--- src/rtl/edge_kick_watchdog.sv ---
module edge_kick_watchdog #(
  parameter int unsigned TIMEOUT_CYCLES = 1600000
) (
  input  logic clk,
  input  logic sys_rst,
  input  logic wdt_en,
  input  logic wdt_in,
  output logic wdt_expire
);

  localparam int CW = $clog2(TIMEOUT_CYCLES + 1);
  localparam logic [CW-1:0] LIMIT = CW'(TIMEOUT_CYCLES);

  logic [2:0]    in_pipe;
  logic [CW-1:0] cnt;
  logic          kick;

  always_ff @(posedge clk)
    in_pipe <= {in_pipe[1:0], wdt_in};

  assign kick = in_pipe[2] ^ in_pipe[1];

  always_ff @(posedge clk) begin
    if (sys_rst || !wdt_en)
      cnt <= '0;
    else if (kick)
      cnt <= '0;
    else if (cnt != LIMIT)
      cnt <= cnt + 1'b1;
  end

  assign wdt_expire = (cnt == LIMIT);


  rst_clear_chk: assert property (@(posedge clk) sys_rst |=> !wdt_expire);


  en_off_chk: assert property (@(posedge clk) disable iff (sys_rst)
    !wdt_en |=> !wdt_expire);


  expire_hold_chk: assert property (@(posedge clk) disable iff (sys_rst)
    wdt_expire && wdt_en && !kick |=> wdt_expire);


  kick_drop_chk: assert property (@(posedge clk) disable iff (sys_rst)
    (in_pipe[1] != in_pipe[2]) |=> !wdt_expire);


  rise_src_chk: assert property (@(posedge clk) disable iff (sys_rst)
    $rose(wdt_expire) |-> $past(wdt_en) && !$past(sys_rst));

endmodule

--- config.mk ---
export PLATFORM = sky130hd
export DESIGN_NAME = edge_kick_watchdog
export DESIGN_NICKNAME = d
export VERILOG_FILES = /design/src/rtl/edge_kick_watchdog.sv
export SDC_FILE = /design/constraint.sdc
export NUM_CORES = 1
export LEC_CHECK = 0
export BUFFER_PORTS_ARGS = -buffer_cell sky130_fd_sc_hd__clkbuf_2
export CORE_MARGIN = 2
export CORE_UTILIZATION = 40
export DETAILED_ROUTE_END_ITERATION = 8
export GPL_ROUTABILITY_DRIVEN = 0
export HOLD_SLACK_MARGIN = 0.12
export MAX_ROUTING_LAYER = met4
export PLACE_DENSITY = 0.62
export SLEW_MARGIN = 20
export SYNTH_ARGS = -nofsm -noshare
export SYNTH_HDL_FRONTEND = slang
export SYNTH_SLANG_ARGS = --single-unit
export TNS_END_PERCENT = 30
--- constraint.sdc ---
create_clock -name clk -period 2.5 [get_ports clk]
set_clock_uncertainty 0.05 [all_clocks]
set_input_delay 0.25 -clock clk [delete_from_list [all_inputs] [get_ports clk]]
set_output_delay 0.25 -clock clk [all_outputs]
set_load 0.01 [all_outputs]
; ---- Yosys cells after proc, flatten, opt, wreduce, memory -nomap -nowiden
; Index checks and enable logic that the tools add are counted.
[totals]
register_bits = 24
latch_bits = 0
ramBits = 0
rom_bits = 0
input_bits = 4
word_cells = 9
memories = 0
[classes]
add_sub_neg = 1
mul = 0
n_div = 0
n_lt_le_gt_ge = 0
eq_ne = 2
n_shift = 0
muxes = 0
bitwise = 1
reduce_logical = 3
[ops]
columns = cell, count
row1 = $add A21 B1 Y21 const B, 1
row2 = $eq A21 B21 Y1 const B, 1
row3 = $ne A21 B21 Y1 const B, 1
row4 = $reduce_or A2 Y1, 1
row5 = $logic_not A1 Y1, 1
row6 = $logic_or A1 B1 Y1, 1
row7 = $xor A1 B1 Y1, 1

; ---- Logic depth before layout (Yosys ltp)
[depth]
depth_word = 3
depth_mapped = 6
ltp_nobuf = 6

; ---- Least setup slack after synthesis
; OpenSTA, ideal clock, no wires.
[synth_timing]
kind = reg2reg
from = reg cnt[0]
to = reg cnt[20]
t_arrival_ps = 1464
required_time_ps = 2380
path_slack_ps = 916
stages_incl_launch_ff = 7
path_cell_list = dfxtp_1 > ha_1 > and4_1 > buf_4 > nand3_4 > or4_1 > a21oi_1
[synth_between]
elab_chain_len = 1
elab_cells_between_ends = 2
cone_classes = 1 x add/sub / 1 x eq/ne
[synth_lines]
columns = element, line
row1 = start: declaration, 15  ; logic [CW-1:0] cnt;
row2 = start signal: assignment, 29  ; cnt <= cnt + 1'b1;
row3 = $add A21 B1 Y21 or $ne A21 B21 Y1 (tied branches), "29, 28"
; Several ways; a longest one is shown, not always the timed one.
; A chain may end at the register's enable or synchronous reset.

; ---- Final worst setup path
[layout_timing]
from = reg cnt[0]
to = out wdt_expire
[layout_between]
elab_chain_len = 1
[layout_lines]
columns = element, line
row1 = $eq A21 B21 Y1, 32  ; assign wdt_expire = (cnt == LIMIT);
row2 = end: declaration, 8  ; output logic wdt_expire
; No other way between the ends.

==> impl_metrics.prom <==
# TYPE chip_impl_metric gauge
chip_impl_info{name="buffer_type_at_the_clock_tree_root",value="clkbuf_4"} 1
chip_impl_metric{name="num-nets-final",unit=""} 132
chip_impl_metric{name="power.ir.vdd_worst",unit="mV"} 0.4126
chip_impl_metric{name="layout.cells.non_filler",unit=""} 156
chip_impl_metric{name="syn2layout_area_growth",unit="%"} 7.735
chip_impl_metric{name="first_global_vias",unit=""} 807
chip_impl_info{name="synth-main-ff-cell",value="dfxtp_1"} 1
chip_impl_info{name="outcome",value="finished clean"} 1
chip_impl_metric{name="hpwl",unit="um"} 1431
chip_impl_metric{name="design_area",unit="um^2"} 1202
chip_impl_metric{name="drive_above_1_share",unit="%"} 8.800
chip_impl_metric{name="dr.pass1.iters",unit=""} 4
chip_impl_metric{name="numPortBuffers",unit=""} 4
chip_impl_metric{name="start_util",unit="%"} 41.18
chip_impl_metric{name="post_synthesis_sequential_element_count",unit=""} 24
chip_impl_metric{name="ys_warn_count",unit=""} 0
chip_impl_metric{name="postSynthCellCount",unit=""} 121
chip_impl_metric{name="post_placement_cell_area",unit="um^2"} 1140
chip_impl_metric{name="holdPathStages",unit=""} 0
chip_impl_metric{name="post-synth-top-area-fraction",unit="%"} 43.05
chip_impl_metric{name="design.portCount",unit=""} 5
chip_impl_metric{name="fp.dieW",unit="um"} 56.82
chip_impl_metric{name="min_period_over_period",unit="%"} 81.22
chip_impl_metric{name="insertion_delay",unit="ns"} 0.31
chip_impl_metric{name="cts.sinks",unit=""} 24
chip_impl_metric{name="power_density_cells",unit="nW/um^2"} 567.9
chip_impl_metric{name="clock_tree.buffer_depth",unit=""} 2
chip_impl_metric{name="power.leakage",unit="nW"} 0.4151
chip_impl_metric{name="max_freq",unit="GHz"} 0.4925
chip_impl_info{name="holdPathEnd",value="in_pipe[1]"} 1
chip_impl_metric{name="hold_violations_final",unit=""} 0
chip_impl_info{name="yosys-top-cells-area",value="dfxtp_1 (43%), xor2_1 (10%), nor2_1 (4.7%)"} 1
chip_impl_info{name="r2r_end",value="cnt[20]"} 1
chip_impl_metric{name="ant_nets",unit=""} 0
chip_impl_metric{name="timing.reg2reg.worst_path_depth",unit=""} 5
chip_impl_metric{name="dp.cells",unit=""} 151
chip_impl_metric{name="post_synthesis_instance_area",unit="um^2"} 1116
chip_impl_metric{name="drc",unit=""} 0
chip_impl_metric{name="syn-num-nets",unit=""} 127
chip_impl_metric{name="dpl_worst_slack",unit="ns"} 0.7351
chip_impl_metric{name="synth_cell_types",unit=""} 29
chip_impl_metric{name="postSynth.asyncResetShare",unit="%"} 0
chip_impl_metric{name="yosysSeqAreaShare",unit="%"} 43.05
chip_impl_metric{name="max_slew.worst_pin.slew",unit="ns"} 0.6416
chip_impl_metric{name="antenna_found_initial",unit=""} 0
chip_impl_metric{name="globalRouteTotalUtil",unit="%"} 14.35
chip_impl_metric{name="detail_route.wl_per_cell",unit="um"} 12.63
chip_impl_metric{name="die_height",unit="um"} 56.82
chip_impl_metric{name="antenna_cells_inserted",unit=""} 0
chip_impl_info{name="grt_setup_unrepaired",value="no"} 1
chip_impl_metric{name="post_synth.cell_area_avg",unit="um^2"} 9.224
chip_impl_metric{name="grt-ovfl-total",unit=""} 0
chip_impl_metric{name="reg2reg_setup_slack",unit="ns"} 0.70
chip_impl_metric{name="max_slew_margin",unit="%"} 57.22
chip_impl_metric{name="critPathMaxFanout",unit=""} 5
chip_impl_metric{name="cap_viol_max_count",unit=""} 0
chip_impl_metric{name="drv_slew",unit=""} 0
chip_impl_metric{name="rows",unit=""} 19
chip_impl_metric{name="grt_first_pass_wirelength",unit="um"} 3512
chip_impl_metric{name="cts-buffers-inserted",unit=""} 3
chip_impl_metric{name="fin_tns_setup",unit="ns"} 0
chip_impl_metric{name="setup_ws",unit="ns"} 0.4696
chip_impl_info{name="largest_area_contributor_in_the_synthesized_netlist",value="dfxtp_1"} 1
chip_impl_metric{name="cts_setup_buffers",unit=""} 0
chip_impl_metric{name="dieArea",unit="um^2"} 3229
chip_impl_metric{name="drt_first_iter_violations",unit=""} 23
chip_impl_info{name="critPathLaunchType",value="flip-flop"} 1
chip_impl_metric{name="post-layout-total-power",unit="W"} 0.0006829
chip_impl_metric{name="vias",unit=""} 862
chip_impl_info{name="worst_hold_path_type",value="reg -> reg"} 1
chip_impl_metric{name="clk_pin_slew",unit="ns"} 0.13
chip_impl_metric{name="placeableCoreArea",unit="um^2"} 2710
chip_impl_info{name="criticalPathCategory",value="reg -> out"} 1
chip_impl_metric{name="edff_count_synth",unit=""} 0
chip_impl_metric{name="mean_number_of_vias_per_cell",unit=""} 5.526
chip_impl_info{name="timing.hold.worst.start",value="in_pipe[0]"} 1
chip_impl_metric{name="wirelength",unit="um"} 1971
chip_impl_metric{name="period_needed",unit="ns"} 2.030
chip_impl_metric{name="setup_violations",unit=""} 0
chip_impl_metric{name="critPathArrivalTime",unit="ns"} 1.73
chip_impl_info{name="r2r_start",value="cnt[0]"} 1
chip_impl_metric{name="htree_num_levels",unit=""} 1
chip_impl_info{name="worst_setup_path_end_kind",value="primary output"} 1
chip_impl_info{name="tritoncts",value="built"} 1
chip_impl_metric{name="maximum_number_of_pins_on_one_net_before_global_route_repair",unit=""} 21
chip_impl_metric{name="crit_required",unit="ns"} 2.20
-- cells in the mapped netlist, types with 2 or more instances --
master	instances
or4_1	6
and4_1	4
xor2_1	13
dfxtp_1	24
nor2_1	14
o211ai_1	4
nor4b_1	3
nand3_1	7
nand4_1	6
o21ai_0	2
ha_1	2
nand2_1	12
buf_4	2
o31ai_1	2
inv_1	4
a21oi_1	2
and2_1	2
-- per-stage QoR --
stage / utilization (%) / hold WS [ns]
finish: 44.37 / 0.3043
global route: 44.37 / 0.3172
CTS: 44.37 / 0.3055
detailed placement: 42.06 / 0.2675
global placement: 42.06 / 0.2618
floorplan: - / 0.2277
-- final cells by class --
type	count	area, um^2
Clock buffer	3	22.52
Clock inverter	1	30.03
Fill cell	284	1508
Inverter	4	15.01
Multi-Input combinational cell	88	585.6
Sequential cell	24	480.5
Tap cell	31	38.79
Timing Repair Buffer	5	30.03
-- worst max-delay path, stage by stage (launching register included) --
cell      delay, ns
dfxtp_1        0.37
inv_1          0.09
ha_1           0.15
nor4b_1        0.24
nand3_1        0.16
nor2_1         0.24
clkbuf_2       0.18
-- per-layer routing --
layer,track usage (%),up-vias,routed length (um)
met2,22.76,11,925
met1,18.30,411,950
met4,2.990,0,20
met3,4.147,2,75
met5,-,-,0
li1,-,438,-
-- worst max path at each step --
stage / startpoint / end / cells past startpoint
6_report: cnt[0] / wdt_expire / 6
5_1_grt: cnt[0] / wdt_expire / 6
4_1_cts: cnt[0] / wdt_expire / 6
3_5_place_dp: cnt[0] / cnt[20] / 5
3_3_place_gp: sys_rst / cnt[19] / 5
2_1_floorplan: cnt[0] / cnt[20] / 6
-- flip-flops by register name, indices dropped and copies added, names as in the netlist --
register  count
cnt          21
in_pipe       3
-- where the power goes --
part / total, W / switching, W / internal [W] / leakage [nW]
registers: 0.000388 / 0.00000227 / 0.000386 / 0.195
logic: 0.0000164 / 0.0000100 / 0.00000633 / 0.193
clock network: 0.000278 / 0.000116 / 0.000162 / 0.0279
total: 0.000683 / 0.000128 / 0.000555 / 0.415
-- layout by cell type (no fill, tap or decap), types with 2 or more instances in the layout --
master	n
o211ai_1	4
clkbuf_2	4
nand2_1	12
a21oi_1	2
nand3_1	7
o21ai_0	2
nand4_1	6
or4_1	6
nor4b_1	3
inv_1	4
and2_1	2
xor2_1	13
ha_1	2
dfxtp_1	24
nor2_1	14
and4_1	4
o31ai_1	2
clkbuf_4	3
-- cells by family (layout without fill, tap and decap cells) --
family	Yosys count	in the layout	synth area share, %
AND/OR/NAND/NOR	61	61	32.51
flip-flops	24	24	43.05
XOR/XNOR	13	13	10.20
AO/OA/AOI/OAI	11	11	6.614
buffers and inverters	9	13	4.483
adder cells (fa/ha/maj)	2	2	2.242
multiplexers	1	1	0.8969
-- repair_timing --
item / 4_1_cts / 5_1_grt
hold endpoints to repair: 1 / 0
gates resized for setup: 0 / 0
hold buffers: 1 / 0
Note: power is estimated with default switching activity, not from simulation.
